**config.mk**
```make
export PLATFORM = sky130hd
export DESIGN_NAME = tso_store_buffer
export DESIGN_NICKNAME = d
export VERILOG_FILES = /design/src/rtl/sb_pkg.sv /design/src/rtl/sb_entry_ring.sv /design/src/rtl/sb_newest_match.sv /design/src/rtl/tso_store_buffer.sv
export SDC_FILE = /design/constraint.sdc
export NUM_CORES = 1
export LEC_CHECK = 0
export BUFFER_PORTS_ARGS = -buffer_cell sky130_fd_sc_hd__buf_4
export CORE_ASPECT_RATIO = 1.1
export CORE_MARGIN = 2
export CORE_UTILIZATION = 45
export CTS_CLUSTER_SIZE = 10
export DETAILED_ROUTE_END_ITERATION = 10
export SETUP_SLACK_MARGIN = 0.1
export SLEW_MARGIN = 5
export SYNTH_ARGS = -nofsm -noshare
export SYNTH_HDL_FRONTEND = slang
export SYNTH_SLANG_ARGS = --single-unit
```
**constraint.sdc**
```tcl
create_clock -name clk -period 5.7 [get_ports clk]
set_clock_uncertainty 0.1 [all_clocks]
set_input_delay 0.57 -clock clk [delete_from_list [all_inputs] [get_ports clk]]
set_output_delay 0.57 -clock clk [all_outputs]
set_load 0.01 [all_outputs]
```
**src/rtl/sb_pkg.sv**
```systemverilog
package sb_pkg;
  typedef enum logic [1:0] {
    OP_LOAD  = 2'd0,
    OP_STORE = 2'd1,
    OP_FENCE = 2'd2,
    OP_NOP   = 2'd3
  } sb_op_e;
endpackage

```
**src/rtl/sb_entry_ring.sv**
```systemverilog
// Circular storage for posted stores, with an age-ordered view for lookups.
module sb_entry_ring #(
  parameter int DEPTH = 4,
  parameter int AW    = 8,
  parameter int DW    = 16,
  localparam int PW   = (DEPTH > 1) ? $clog2(DEPTH) : 1,
  localparam int CW   = $clog2(DEPTH + 1)
) (
  input  logic                      clk,
  input  logic                      rst,
  input  logic                      push,
  input  logic [AW-1:0]             push_addr,
  input  logic [DW-1:0]             push_data,
  input  logic                      pop,
  output logic [CW-1:0]             count,
  output logic [DEPTH-1:0]          age_vld,
  output logic [DEPTH-1:0][AW-1:0]  age_addr,
  output logic [DEPTH-1:0][DW-1:0]  age_data
);
  logic [AW-1:0] addr_mem [DEPTH];
  logic [DW-1:0] data_mem [DEPTH];
  logic [PW-1:0] head, tail;

  function automatic logic [PW-1:0] wrap_inc(input logic [PW-1:0] p);
    return (int'(p) == DEPTH - 1) ? '0 : p + 1'b1;
  endfunction

  // storage has no reset, written on one port
  always_ff @(posedge clk) begin
    if (push) begin
      addr_mem[tail] <= push_addr;
      data_mem[tail] <= push_data;
    end
  end

  always_ff @(posedge clk) begin
    if (rst) begin
      head  <= '0;
      tail  <= '0;
      count <= '0;
    end else begin
      if (push) tail <= wrap_inc(tail);
      if (pop)  head <= wrap_inc(head);
      case ({push, pop})
        2'b10:   count <= count + 1'b1;
        2'b01:   count <= count - 1'b1;
        default: count <= count;
      endcase
    end
  end

  // slot 0 is the oldest entry
  always_comb begin
    for (int i = 0; i < DEPTH; i++) begin
      int s;
      logic [PW-1:0] idx;
      s = int'(head) + i;
      if (s >= DEPTH) s = s - DEPTH;
      idx = s[PW-1:0];
      age_addr[i] = addr_mem[idx];
      age_data[i] = data_mem[idx];
      age_vld[i]  = (i < int'(count));
    end
  end


  no_overflow_chk: assert property (@(posedge clk) disable iff (rst)
    push |-> (int'(count) < DEPTH));

  no_underflow_chk: assert property (@(posedge clk) disable iff (rst)
    pop |-> (count != '0));

  count_track_chk: assert property (@(posedge clk) disable iff (rst)
    (push && !pop) |=> (count == $past(count) + 1'b1));
endmodule

```
**src/rtl/sb_newest_match.sv**
```systemverilog
// Picks the newest valid entry whose address equals the lookup key.
module sb_newest_match #(
  parameter int DEPTH = 4,
  parameter int AW    = 8,
  parameter int DW    = 16
) (
  input  logic [DEPTH-1:0]          vld,
  input  logic [DEPTH-1:0][AW-1:0]  addr,
  input  logic [DEPTH-1:0][DW-1:0]  data,
  input  logic [AW-1:0]             key,
  output logic                      hit,
  output logic [DW-1:0]             hit_data
);
  always_comb begin
    hit      = 1'b0;
    hit_data = '0;
    // later slots are younger, so they overwrite earlier matches
    for (int i = 0; i < DEPTH; i++) begin
      if (vld[i] && addr[i] == key) begin
        hit      = 1'b1;
        hit_data = data[i];
      end
    end
  end
endmodule

```
**src/rtl/tso_store_buffer.sv**
```systemverilog
module tso_store_buffer #(
  parameter int DEPTH = 4,
  parameter int AW    = 8,
  parameter int DW    = 16
) (
  input  logic          clk,
  input  logic          rst,
  input  logic          req_valid,
  input  logic [1:0]    req_kind,
  input  logic [AW-1:0] req_addr,
  input  logic [DW-1:0] req_wdata,
  output logic          req_ready,
  output logic          ld_valid,
  output logic          ld_hit,
  output logic [DW-1:0] ld_rdata,
  output logic [AW-1:0] cache_rd_addr,
  input  logic [DW-1:0] cache_rd_data,
  output logic          drn_valid,
  input  logic          drn_ready,
  output logic [AW-1:0] drn_addr,
  output logic [DW-1:0] drn_data
);
  import sb_pkg::*;
  localparam int CW = $clog2(DEPTH + 1);

  sb_op_e                     op;
  logic [CW-1:0]              count;
  logic [DEPTH-1:0]           age_vld;
  logic [DEPTH-1:0][AW-1:0]   age_addr;
  logic [DEPTH-1:0][DW-1:0]   age_data;
  logic                       push, pop, is_load;
  logic                       fwd_hit;
  logic [DW-1:0]              fwd_data;
  logic                       empty, full;

  assign op    = sb_op_e'(req_kind);
  assign empty = (count == '0);
  assign full  = (int'(count) == DEPTH);

  always_comb begin
    case (op)
      OP_STORE: req_ready = !full;
      OP_FENCE: req_ready = empty;
      default:  req_ready = 1'b1;
    endcase
  end

  assign push    = req_valid && op == OP_STORE && !full;
  assign is_load = req_valid && op == OP_LOAD;

  assign drn_valid = !empty;
  assign drn_addr  = age_addr[0];
  assign drn_data  = age_data[0];
  assign pop       = drn_valid && drn_ready;

  assign cache_rd_addr = req_addr;

  sb_entry_ring #(.DEPTH(DEPTH), .AW(AW), .DW(DW)) ring_i (
    .clk(clk), .rst(rst),
    .push(push), .push_addr(req_addr), .push_data(req_wdata),
    .pop(pop), .count(count),
    .age_vld(age_vld), .age_addr(age_addr), .age_data(age_data)
  );

  sb_newest_match #(.DEPTH(DEPTH), .AW(AW), .DW(DW)) match_i (
    .vld(age_vld), .addr(age_addr), .data(age_data),
    .key(req_addr), .hit(fwd_hit), .hit_data(fwd_data)
  );

  always_ff @(posedge clk) begin
    if (rst) begin
      ld_valid <= 1'b0;
      ld_hit   <= 1'b0;
      ld_rdata <= '0;
    end else begin
      ld_valid <= is_load;
      if (is_load) begin
        ld_hit   <= fwd_hit;
        ld_rdata <= fwd_hit ? fwd_data : cache_rd_data;
      end
    end
  end


  drain_hold_chk: assert property (@(posedge clk) disable iff (rst)
    (drn_valid && !drn_ready) |=> (drn_valid && $stable(drn_addr) && $stable(drn_data)));

  fence_gate_chk: assert property (@(posedge clk) disable iff (rst)
    (req_valid && op == OP_FENCE && req_ready) |-> !drn_valid);

  ld_follow_chk: assert property (@(posedge clk) disable iff (rst)
    ld_valid |-> $past(req_valid && op == OP_LOAD));

  load_nostall_chk: assert property (@(posedge clk) disable iff (rst)
    (req_valid && op == OP_LOAD) |-> req_ready);
endmodule

```
# [Yosys cells after proc, flatten, opt, wreduce, memory -nomap -nowiden]
# Memory sizes are Yosys's and may differ from the RTL's.
# Cells that the tools add are included.
[totals] output_inout_bits=52 n_memories=2 ramBits=96 regBits=25 latch_bits=0 elab_cells=70 rom_bits=0 inputBits=46
[mem_list] name="ring_i.data_mem" words=4 word_bits=16 rd=4 rd_clocked_by_memory_dff=0 wr=1 line="sb_entry_ring.sv:21" source="logic [DW-1:0] data_mem [DEPTH];"
[mem_list] name="ring_i.addr_mem" words=4 word_bits=8 rd=4 rd_clocked_by_memory_dff=0 wr=1 line="sb_entry_ring.sv:20" source="logic [AW-1:0] addr_mem [DEPTH];"
[op_classes] addsub=11 n_mux=19 n_bitwise=0 div=0 n_eq_ne=11 n_reduce_logical=13 n_mul=0 shift=0 order_cmp=8
[op_table] cell="$mux W16" count=5
[op_table] cell="$eq A8 B8 Y1" count=4
[op_table] cell="$mux W2" count=6
[op_table] cell="$ge A3 B3 Y1 const B" count=3
[op_table] cell="$eq A2 B1 Y1 const B" count=4
[op_table] cell="$logic_and A1 B1 Y1" count=8
[op_table] cell="$sub A2 B1 Y2 const B" count=4
[op_table] cell="$add A2 B2 Y3 const B" count=2
[op_table] cell="$lt A1 B3 Y1 const A" count=2
[op_table] cell="$lt A2 B3 Y1 const A" count=2
[op_table] cell="$mux W1" count=6
[op_table] cell="$pmux W3 S2" count=1
[op_table] cell="$add A2 B1 Y2 const B" count=2
[op_table] cell="$eq A2 B2 Y1 const B" count=2
[op_table] cell="$add A2 B1 Y3 const B" count=1
[op_table] cell="$add A3 B1 Y3 const B" count=1
[op_table] cell="$eq A3 B3 Y1 const B" count=1
[op_table] cell="$ge A2 B3 Y1 const B" count=1
[op_table] cell="$logic_not A3 Y1" count=1
[op_table] cell="$sub A3 B1 Y3 const B" count=1
[op_table] cell="$logic_not A1 Y1" count=2
[op_table] cell="$logic_not A2 Y1" count=1
[op_table] cell="$pmux W1 S2" count=1
[op_table] cell="$reduce_bool A2 Y1" count=1

# [Logic depth before layout (Yosys ltp)]
# Gate-level depths: netlist (run 1).
# An unclocked memory read counts as a cell.
[logic_depth] depth_word=10 ltp_mapped=13 ltp_nobuf=10

# [Modules after synthesis]
# From an unflattened synthesis (run 1), not the netlist that was laid out.
[hier_totals] hier_cells=525 hier_area_um2=7898.8
[by_module_without_submodules] mod="sb_entry_ring" area_per_inst_um2=5759.3 cells_each=266 n_inst=1
[by_module_without_submodules] mod="sb_newest_match" area_per_inst_um2=1089.8 cells_each=157 n_inst=1
[by_module_without_submodules] mod="tso_store_buffer" area_per_inst_um2=1049.8 cells_each=102 n_inst=1

# [Least setup slack after synthesis (run 1)]
# Ideal clock, no wire load.
[synth_path] kind="register -> register" start="register ring_i.head[0]" end="register ld_rdata[1]" t_required_ps=5450 period_less_slack_ps=3032 arrival_ps=2781 path_buffers=4 path_stages_with_launch=11 setup_ps=150 path_slack_ps=2668 cell_sequence="dfxtp_1 > ha_1 > buf_6 > buf_2 > buf_2 > mux4_2 > xor2_1 > or4_4 > buf_6 > nor3_1 > nor4b_4"
[synth_via] elab_chain_len=10 elab_cells_between_ends=34
[synth_rtl] item="from (decl)" line="sb_entry_ring.sv:22" source="logic [PW-1:0] head, tail;"
[synth_rtl] item="from (signal assigned)" line="sb_entry_ring.sv:43" source="if (pop) head <= wrap_inc(head);"
[synth_rtl] item="$add A2 B1 Y3, or another cell as far along" line="sb_entry_ring.sv:57" source="s = int'(head) + i;"
[synth_rtl] item="$ge A3 B3 Y1, or another cell as far along" line="sb_entry_ring.sv:58" source="if (s >= DEPTH) s = s - DEPTH;"
[synth_rtl] item="$mux W2 / $mem_v2 Z4 W8 (equally long branches)"
[synth_rtl] item="$mem_v2 Z4 W8 / $eq A8 B8 Y1 (equally long branches)"
[synth_rtl] item="$eq A8 B8 Y1 / $logic_and A1 B1 Y1 (equally long branches)" line="sb_newest_match.sv:19" source="if (vld[i] && addr[i] == key) begin"
[synth_rtl] item="$logic_and A1 B1 Y1, or another cell as far along" line="sb_newest_match.sv:19"
[synth_rtl] item="$mux W16 / $mux W1 (equally long branches) (3 in series)" line="sb_newest_match.sv:19"
[synth_rtl] item="$mux W16 *" line="tso_store_buffer.sv:79" source="ld_rdata <= fwd_hit ? fwd_data : cache_rd_data;"
[synth_rtl] item="to (signal assigned)" line="tso_store_buffer.sv:79"
[synth_rtl] item="to (decl)" line="tso_store_buffer.sv:15" source="output logic [DW-1:0] ld_rdata,"
# Every way passes the cells marked *; elsewhere a longest branch is shown, timed or not.
# A chain may end at the register's enable or synchronous reset.

# [Final worst setup path (run 1)]
[layout_path] start="register ring_i.head[0]" end="register ld_rdata[13]"
# Same word-level chain as after synthesis.

==> results of run 1 <==
## per-layer routing
layer | global-route usage [%] | part of all wire [%]
met3 | 4.782 | 6.2
met5 | 0 | 0
met4 | 7.403 | 1.8
met2 | 36.65 | 52
met1 | 26.10 | 40
## per-stage QoR
stage,cell area [um2],setup slack (ps)
2_1_floorplan,7660,2668
3_3_place_gp,8394,1955
3_5_place_dp,8394,1875
4_1_cts,9001,1870
5_1_grt,9001,1606
6_report,9001,1794
## cell type report
type                       count  area, um2
sequential                   123       3427
inverter                      11      41.29
tap                          208      260.3
multi-input combinational    314       3870
timing repair buffer         106      795.8
clock buffer                  18      429.2
clock inverter                14      177.7
fill                        1382       7828
## state kept, by name (all words and copies together), names as in the netlist, named ones only
signal,flops
ring_i.head,2
ld_rdata,16
ring_i.tail,2
ring_i.addr_mem,32
ring_i.count,3
ld_hit,1
ring_i.data_mem,64
ld_valid,1
## cells by family after synthesis
group / synth area share [%]
DFF: 44.69
muxes: 28.86
and+or+nand+nor: 8.119
AOI/OAI and AO/OA: 7.106
buffers and inverters: 4.982
xor gates and xnor gates: 4.116
adders and majority gates: 2.124
## how the worst min path moves through the flow
| stage | from | endpoint | slack (ps) |
|---|---|---|---|
| after global placement | ring_i.tail[1] | ring_i.tail[1] | 380 |
| after CTS | req_wdata[14] | ring_i.data_mem[2][14] | 230 |
| after detailed placement | ld_hit | ld_hit | 390 |
| final | req_wdata[13] | ring_i.data_mem[1][13] | 250 |
| after floorplan | ring_i.tail[1] | ring_i.tail[1] | 370 |
| after global routing | req_wdata[12] | ring_i.data_mem[3][12] | 230 |
## worst max-delay path, stage by stage, from the launching register on
cell	delay, ps
dfxtp_4	590
ha_2	600
mux4_2	580
xnor2_1	140
and3_1	280
a211oi_4	900
a221oi_1	220
o21ai_0	120
nor4b_1	260
## report_power, final
group / internal [mW] / switching [mW] / total [mW]
clock: 0.724 / 0.385 / 1.11
combinational: 0.595 / 0.490 / 1.08
sequential: 1.00 / 0.0705 / 1.07
## placed cells by master (no fill, tap or decap), types with 12 or more instances in the layout
cell type    n
buf_4      106
nor2_1      24
dfxtp_1     26
ha_1        12
edfxtp_1    96
a22oi_1     15
xnor2_1     28
a221oi_1    14
nor3_1      17
mux4_1      13
clkbuf_16   17
mux4_2      79
==> impl_metrics.py, run 1 <==
metrics = {
    "routing": {
        "first_iter_violations": 398,
        "wire_per_inst_um": 23.35,
        "vias": 5031,
        "wl_mm": 18.54,
        "drc": 0,
        "routed_via_density": 6.336,
        "ant_nets": 0,
        "firstDrtPassIters": 5,
    },
    "synth": {
        "ys_seq_area_share_pct": 44.69,
        "synth_edf_count": 96,
        "synth.net_count": 559,
        "synth_cells": 500,
        "syn-cell-area_mm2": 0.007660,
        "synthTopCellsByArea": "edfxtp_1 38%, mux4_2 23%, dfxtp_1 7.1%, mux4_1 4.5%, xnor2_1 3.2%",
        "synth_ff_type": "edfxtp_1",
        "synth-async-reset-ratio_pct": 0,
        "synthDistinctLibCells": 53,
        "avgSynthCellArea_um2": 15.32,
        "synth_warnings": 0,
        "synth_top_area_cell": "edfxtp_1",
        "yosysMostFrequentCell": "edfxtp_1",
        "synth-seq-cells": 123,
        "yosys-top-cells-count": "96 x edfxtp_1, 79 x mux4_2, 28 x xnor2_1",
        "synth_top_area_share_pct": 37.63,
    },
    "critical_path": {
        "r2r_start": "ring_i.head[0]",
        "required_ps": 5910,
        "start_kind": "register",
        "r2r.worst_path.cells": 8,
        "reg2reg_to": "ld_rdata[13]",
        "crit_arrival_ps": 4120,
        "critical_path_class": "reg -> reg",
        "cp_max_fo": 26,
        "worstSetupEndpoint": "ld_rdata[13]",
        "r2r_slack_ps": 1790,
        "critPathLaunch": "ring_i.head[0]",
        "critPathCaptureType": "register",
    },
    "grt": {
        "gr-usage-all-layers_pct": 21.17,
        "antenna_found_initial": 0,
        "grt_start_max_net_pins": 51,
        "grt_pass1_wl_mm": 28.48,
        "first_global_vias": 5170,
        "grt_overflow_total": 0,
    },
    "floorplan": {
        "core_area_mm2": 0.01683,
        "pin_count": 98,
        "die-area_mm2": 0.01808,
        "start_util_pct": 45.52,
        "die_h_um": 140.8,
        "row_count": 50,
        "die_x_um": 128.4,
    },
    "timing": {
        "max_slew.worst_pin.slew_ps": 1029,
        "fmax_mhz": 256.0,
        "min_period_over_period_pct": 68.53,
        "finalHoldViolCount": 0,
        "finalMaxSlewViolations": 0,
        "slew_headroom_pct": 31.17,
        "fin_setup_tns_ps": 0,
        "finalSetupViolCount": 0,
        "rsz0062_at_grt": "no",
        "holdWs_ps": 253.6,
        "period_needed_ps": 3906,
    },
    "cts": {
        "cts_buffers": 17,
        "cts.path.max_buffers": 2,
        "numClockSinks": 123,
        "cts-root-buf": "clkbuf_16",
        "cts_resized": 0,
        "cts_setup_buffers": 0,
        "htreeDepth": 4,
        "cts.clk_slew.worst_paths_ps": 60,
        "clkLatencyLatePin_ps": 420,
        "cts_tree": "done",
        "ctsHoldBuffers": 0,
    },
    "pwr": {
        "powerDensity_mw_per_mm2": 362.6,
        "p_leak_nw": 2.970,
        "ir_drop_mv": 0.2180,
        "p_total_mw": 3.264,
    },
    "final_layout": {
        "nets": 632,
        "layoutNonFillerInstCount": 794,
        "diodes": 0,
        "fin_util_pct": 53.49,
        "syn_to_final_growth_pct": 17.51,
        "drive_gt1_share_pct": 40.96,
    },
    "placed_design": {
        "gp_congestion": 0.7423,
        "portBuffers": 97,
        "hpwl_mm": 11.50,
        "dp.cells": 762,
    },
    "hold_path": {
        "min-delay-path-class": "in -> reg",
        "worstHoldPathCells": 1,
    },
    "flow_run": {
        "max-cap-violations": 0,
    },
    "run_status": {
        "outcome": "completed",
    },
}
No activity file was read; power rests on OpenSTA's default activity.
==> run 2: changes to the inputs <==
--- a/config.mk
+++ b/config.mk
@@ -5,6 +5,7 @@
 export SDC_FILE = /design/constraint.sdc
 export NUM_CORES = 1
 export LEC_CHECK = 0
+export ABC_AREA = 1
 export BUFFER_PORTS_ARGS = -buffer_cell sky130_fd_sc_hd__buf_4
 export CORE_ASPECT_RATIO = 1.1
 export CORE_MARGIN = 2
==> constraint.sdc (replaced) <==
create_clock -name clk -period 3.7 [get_ports clk]
set_clock_uncertainty 0.1 [all_clocks]
set_input_delay 0.37 -clock clk [delete_from_list [all_inputs] [get_ports clk]]
set_output_delay 0.37 -clock clk [all_outputs]
set_load 0.01 [all_outputs]
==> run 2 against run 1 <==
Combinational power increased to 2.7 times the previous value; global-route usage increased by 3.5 points; largest cell class unchanged; total power increased by 85%; via count increased by 52%; non-clock buffer count increased by 9.
==> impl_metrics.py, run 2 <==
metrics = {
    "run_status": {
        "outcome": "completed",
    },
    "synth": {
        "synth_edf_count": 96,
        "synth_top_family_by_area": "simple AND/OR/NAND/NOR gates",
        "yosys.area_share.simple_pct": 30.47,
        "synth_ff_type": "edfxtp_1",
        "ys_seq_area_share_pct": 41.87,
        "synthMuxAreaShare_pct": 1.469,
        "synth-seq-cells": 123,
        "synthTopCellsByArea": "edfxtp_1 35%, nand2_1 13%, nand3_1 9.2%, o21ai_0 7.7%, dfxtp_1 6.6%",
        "synth_xor_area_share_pct": 1.056,
        "synth_warnings": 0,
        "synthDistinctLibCells": 39,
        "synth_top_area_cell": "edfxtp_1",
        "yosysMostFrequentCell": "nand2_1",
        "yosys-top-cells-count": "274 x nand2_1, 151 x nand3_1, 126 x o21ai_0",
        "synth.net_count": 1164,
        "synth-async-reset-ratio_pct": 0,
        "syn-cell-area_mm2": 0.008177,
        "synth_adder_area_share_pct": 1.989,
        "synth_cells": 1105,
        "synth_top_area_share_pct": 35.26,
        "synth-compound-area-share_pct": 13.74,
        "avgSynthCellArea_um2": 7.400,
    },
    "placed_design": {
        "portBuffers": 97,
        "dp.cells": 1387,
        "hpwl_mm": 16.02,
        "place_area_mm2": 0.008952,
        "gp_congestion": 0.9002,
    },
    "critical_path": {
        "r2r_slack_ps": 660,
        "path_cells": "buf_4, nand2_1, nand3_1, nand2_1, nand2_1, nand2_1, nor2_1, nand2_1, nor2_2, nand2_2, nand3_1, nand3_1, nand3_1, nand3_1, nand2_1, inv_1",
        "crit_arrival_ps": 3260,
        "critical_path_class": "reg -> reg",
        "start_kind": "register",
        "slowest_stage": "buf_4",
        "max_stage_delay_ps": 720,
        "cp.buffers_inverters": 2,
        "cp_max_fo": 98,
        "cpMostUsedCell": "nand2_1",
        "required_ps": 3920,
        "critPathCaptureType": "register",
        "cp_top_family": "simple AND/OR/NAND/NOR gates",
    },
    "final_layout": {
        "layoutNonFillerInstCount": 1419,
        "layout_commonest_cell": "nand2_1",
        "multi_input_area_mm2": 0.003994,
        "largest_register_ff_count": 64,
        "syn_to_final_growth_pct": 15.96,
        "mostFrequentLayoutCells": "274 x nand2_1, 151 x nand3_1, 126 x o21ai_0",
        "nets": 1227,
        "diodes": 0,
        "regMostFlops": "ring_i.data_mem",
        "fillCellCount": 1724,
        "fin_util_pct": 53.45,
        "final_area_mm2": 0.009482,
        "regArea_mm2": 0.003425,
        "drive_gt1_share_pct": 16.43,
        "reg.largest.list": "ring_i.data_mem (64), ring_i.addr_mem (32), ld_rdata (16)",
    },
    "grt": {
        "first_global_vias": 7116,
        "gr-usage-all-layers_pct": 24.62,
        "grt_pass1_wl_mm": 37.46,
        "antenna_found_initial": 0,
        "grt_overflow_total": 0,
        "grt_start_max_net_pins": 99,
    },
    "timing": {
        "period_needed_ps": 3043,
        "fmax_mhz": 328.7,
        "max_slew.worst_pin.slew_ps": 895.0,
        "finalSetupViolCount": 0,
        "min_period_over_period_pct": 82.23,
        "rsz0062_at_grt": "no",
        "holdWs_ps": 49.14,
        "finalMaxSlewViolations": 0,
        "finalHoldViolCount": 0,
        "fin_setup_tns_ps": 0,
        "slew_headroom_pct": 40.33,
    },
    "routing": {
        "wire_per_inst_um": 16.62,
        "first_iter_violations": 675,
        "routed_via_density": 5.400,
        "vias": 7662,
        "wl_mm": 23.58,
        "ant_nets": 0,
        "firstDrtPassIters": 6,
        "drc": 0,
    },
    "pwr": {
        "p_leak_nw": 4.239,
        "powerDensity_mw_per_mm2": 635.5,
        "ir_drop_mv": 0.4232,
    },
    "floorplan": {
        "row_count": 51,
        "die_h_um": 145.4,
        "pin_count": 98,
        "start_util_pct": 46.09,
        "die-area_mm2": 0.01927,
        "die_x_um": 132.5,
        "core_area_mm2": 0.01774,
    },
    "cts": {
        "cts.clk_slew.worst_paths_ps": 60,
        "cts.path.max_buffers": 2,
        "cts-root-buf": "clkbuf_16",
        "clkLatencyLatePin_ps": 420,
        "cts_tree": "done",
        "numClockSinks": 123,
        "cts_buffers": 17,
        "htreeDepth": 4,
        "cts_setup_buffers": 0,
        "cts_resized": 0,
        "ctsHoldBuffers": 0,
    },
    "flow_run": {
        "max-cap-violations": 0,
    },
    "hold_path": {
        "min-delay-path-class": "in -> reg",
    },
}
==> run 2: cell count changes after synthesis, sizes merged, moves of 11 or more <==
| cell | previous run | this run |
|---|---|---|
| inv | 11 | 91 |
| nor4b | 14 | 0 |
| a22oi | 15 | 0 |
| nand3 | 5 | 152 |
| buf | 33 | 44 |
| nand2 | 10 | 279 |
| nor2 | 24 | 123 |
| o21ai | 18 | 139 |
| mux4 | 92 | 0 |
| a221oi | 15 | 0 |
| xnor2 | 28 | 0 |
| o22ai | 0 | 15 |
| a21oi | 10 | 52 |
==> run 2: metrics by stage <==
step	power, mW	setup WS [ps]
final	6.025	657.4
after global routing	6.468	222.8
after CTS	6.026	662.8
after detailed placement	4.515	685.6
after global placement	4.509	724.2
after floorplan	3.735	1160
==> run 2: final cells by class <==
type | count | share of cell area [%]
multi-input combinational | 819 | 42.12
clock buffer | 24 | 5.080
tap | 238 | 3.141
clock inverter | 8 | 0.5015
timing repair buffer | 115 | 9.369
inverter | 92 | 3.669
sequential | 123 | 36.12
==> run 2: metal layers <==
| layer | vias up | part of all wire (%) | track usage [%] |
|---|---|---|---|
| met5 | - | 0 | 0 |
| met4 | 0 | 1.9 | 8.172 |
| met3 | 38 | 6.6 | 4.389 |
| met2 | 300 | 48 | 41.30 |
| met1 | 3506 | 44 | 32.26 |
| li1 | 3818 | - | - |
==> run 2: cell families after synthesis <==
family | after synthesis
adder cells (fa/ha/maj) | 13
AND/OR/NAND/NOR | 576
flip-flops | 123
buffers and inverters | 163
multiplexers | 12
XOR/XNOR | 9
AO/OA/AOI/OAI | 209
==> run 2: path summary, 6_finish.rpt <==
kind | start | depth (start not counted) | end
max reg2reg | ring_i.head[0] | 16 | ld_rdata[0]
min reg2reg | ld_hit | 2 | ld_hit
max | ring_i.head[0] | 16 | ld_rdata[0]
min | req_wdata[8] | 1 | ring_i.data_mem[2][8]
==> run 2: power by group <==
| group | internal (mW) | switching [mW] | total [mW] |
|---|---|---|---|
| clock | 0.901 | 0.595 | 1.50 |
| combinational | 0.986 | 1.94 | 2.92 |
| sequential | 1.55 | 0.0590 | 1.61 |
==> run 3: changes to the inputs <==
--- a/config.mk
+++ b/config.mk
@@ -5,13 +5,14 @@
 export SDC_FILE = /design/constraint.sdc
 export NUM_CORES = 1
 export LEC_CHECK = 0
-export ABC_AREA = 1
+export ABC_AREA = 0
 export BUFFER_PORTS_ARGS = -buffer_cell sky130_fd_sc_hd__buf_4
 export CORE_ASPECT_RATIO = 1.1
 export CORE_MARGIN = 2
 export CORE_UTILIZATION = 45
 export CTS_CLUSTER_SIZE = 10
 export DETAILED_ROUTE_END_ITERATION = 10
+export PLACE_DENSITY = 0.67
 export SETUP_SLACK_MARGIN = 0.1
 export SLEW_MARGIN = 5
 export SYNTH_ARGS = -nofsm -noshare
==> constraint.sdc (replaced) <==
create_clock -name clk -period 2.7 [get_ports clk]
set_clock_uncertainty 0.1 [all_clocks]
set_input_delay 0.27 -clock clk [delete_from_list [all_inputs] [get_ports clk]]
set_output_delay 0.27 -clock clk [all_outputs]
set_load 0.01 [all_outputs]
==> run 3 against run 2 <==
The flow now finishes with violations (negative setup slack); global-route usage fell by 2.9 points; flip-flop and latch count is the same; via count decreased by 29%; cell area up 7.9%; critical endpoint is now ld_rdata[12]; largest cell class unchanged; largest power group unchanged; highest routed layer unchanged.
==> impl_metrics.py, run 3 (synthesized netlist as in run 1, its figures left out) <==
metrics = {
    "cts": {
        "cts.clk_slew.worst_paths_ps": 60,
        "htreeDepth": 4,
        "clkLatencyLatePin_ps": 420,
        "cts_tree": "done",
        "cts.path.max_buffers": 2,
        "cts-root-buf": "clkbuf_16",
        "numClockSinks": 123,
        "cts_buffers": 17,
    },
    "grt": {
        "gr-usage-all-layers_pct": 21.77,
        "grt_overflow_total": 0,
        "antenna_found_initial": 0,
        "first_global_vias": 5536,
        "grt_start_max_net_pins": 39,
        "grt_pass1_wl_mm": 29.62,
    },
    "final_layout": {
        "reg.largest.list": "ring_i.data_mem (64), ring_i.addr_mem (32), ld_rdata (16)",
        "largest_register_ff_count": 64,
        "fin_util_pct": 60.80,
        "syn_to_final_growth_pct": 33.58,
        "drive_gt1_share_pct": 53.63,
        "layout_commonest_cell": "buf_4",
        "nets": 734,
        "fillCellCount": 1266,
        "regMostFlops": "ring_i.data_mem",
        "diodes": 0,
        "final_area_mm2": 0.01023,
        "mostFrequentLayoutCells": "174 x buf_4, 96 x edfxtp_1, 81 x mux4_2",
    },
    "floorplan": {
        "die-area_mm2": 0.01808,
        "die_x_um": 128.4,
        "start_util_pct": 45.52,
        "pin_count": 98,
        "core_area_mm2": 0.01683,
        "die_h_um": 140.8,
        "row_count": 50,
    },
    "placed_design": {
        "place_area_mm2": 0.009025,
        "hpwl_mm": 13.03,
        "post-place-ws_ps": -349.9,
        "gp_congestion": 0.8569,
        "portBuffers": 97,
    },
    "timing": {
        "fmax_mhz": 334.9,
        "finalWorstSetupSlack_ps": -285.6,
        "holdWs_ps": 24.79,
        "period_needed_ps": 2986,
        "rsz0062_at_grt": "yes",
        "finalMaxSlewViolations": 0,
        "finalSetupViolCount": 16,
        "slew_headroom_pct": 48.36,
        "min_period_over_period_pct": 110.6,
        "max_slew.worst_pin.slew_ps": 772.7,
        "finalHoldViolCount": 0,
    },
    "critical_path": {
        "slowest_stage": "mux4_2",
        "required_ps": 2890,
        "cp_top_family": "compound AO/OA/AOI/OAI gates",
        "cp.buffers_inverters": 2,
        "critPathCaptureType": "register",
        "crit_arrival_ps": 3170,
        "path_cells": "ha_4, mux4_2, or3_4, a221oi_4, buf_6, a21boi_4, clkbuf_16, a22oi_1, o21ai_0, nor4b_2",
        "cp_max_fo": 7,
        "start_kind": "register",
        "r2r_slack_ps": -290,
        "critical_path_class": "reg -> reg",
        "max_stage_delay_ps": 520,
    },
    "routing": {
        "first_iter_violations": 342,
        "drc": 0,
        "firstDrtPassIters": 5,
        "routed_via_density": 6.056,
        "wire_per_inst_um": 22.07,
        "vias": 5426,
        "wl_mm": 19.78,
        "ant_nets": 0,
    },
    "pwr": {
        "powerDensity_mw_per_mm2": 732.7,
        "ir_drop_mv": 0.4597,
        "p_leak_nw": 3.600,
        "p_total_mw": 7.497,
    },
    "run_status": {
        "violations": "negative setup slack",
        "outcome": "finished with violations",
    },
    "flow_run": {
        "max-cap-violations": 0,
    },
    "hold_path": {
        "min-delay-path-class": "in -> reg",
    },
}
[run 3: per-layer routing]
metal	global-route usage (%)	up-vias	share of wire, %	wire length [um]
li1	-	2411	-	-
met1	26.88	2804	40	7960
met2	38.58	186	53	10510
met3	4.213	25	4.8	951
met4	6.767	0	1.8	351
met5	0	-	0	0
[run 3: worst register-to-register path, cell delays in order (launching register included)]
cell	delay (ps)
dfxtp_4	360
ha_4	310
mux4_2	520
or3_4	360
a221oi_4	340
buf_6	160
a21boi_4	80
clkbuf_16	180
a22oi_1	190
o21ai_0	100
nor4b_2	170
[run 3: through the flow]
step                      std cells  setup TNS (ps)
final                           896           -3688
after global placement          831           -3847
after floorplan                 500           -3520
after detailed placement        831           -4784
after global routing            896           -5208
after CTS                       883           -2976
[run 3: final timing paths]
| kind | start | end | cells past startpoint |
|---|---|---|---|
| min reg2reg | ring_i.tail[1] | ring_i.tail[1] | 2 |
| min | req_addr[2] | ring_i.addr_mem[1][2] | 1 |
| max | ring_i.head[0] | ld_rdata[12] | 10 |
| max reg2reg | ring_i.head[0] | ld_rdata[12] | 10 |
[run 3: layout make-up]
cell class / count / area (um2) / share of cell area [%]
Multi-Input combinational cell: 314 / 4125 / 40.32
Sequential cell: 123 / 3430 / 33.52
Timing Repair Buffer: 208 / 1749 / 17.09
Clock buffer: 20 / 456.7 / 4.463
Tap cell: 208 / 260.3 / 2.543
Clock inverter: 12 / 170.2 / 1.663
Inverter: 11 / 41.29 / 0.4035
[run 3: timing repair]
item                                    CTS  global route
setup buffers                             4            11
endpoints found under the hold margin    64             0
gates cloned                              0             2
endpoints found under the setup margin   17            17
hold buffers                             16             0
gates resized for setup                  34            26
pin swaps                                10            18
[run 3: power by group]
part / leakage [nW] / internal, mW / switching [mW]
Sequential: 1.09 / 2.11 / 0.0502
Clock: 0.299 / 1.58 / 0.835
Combinational: 2.21 / 1.61 / 1.30
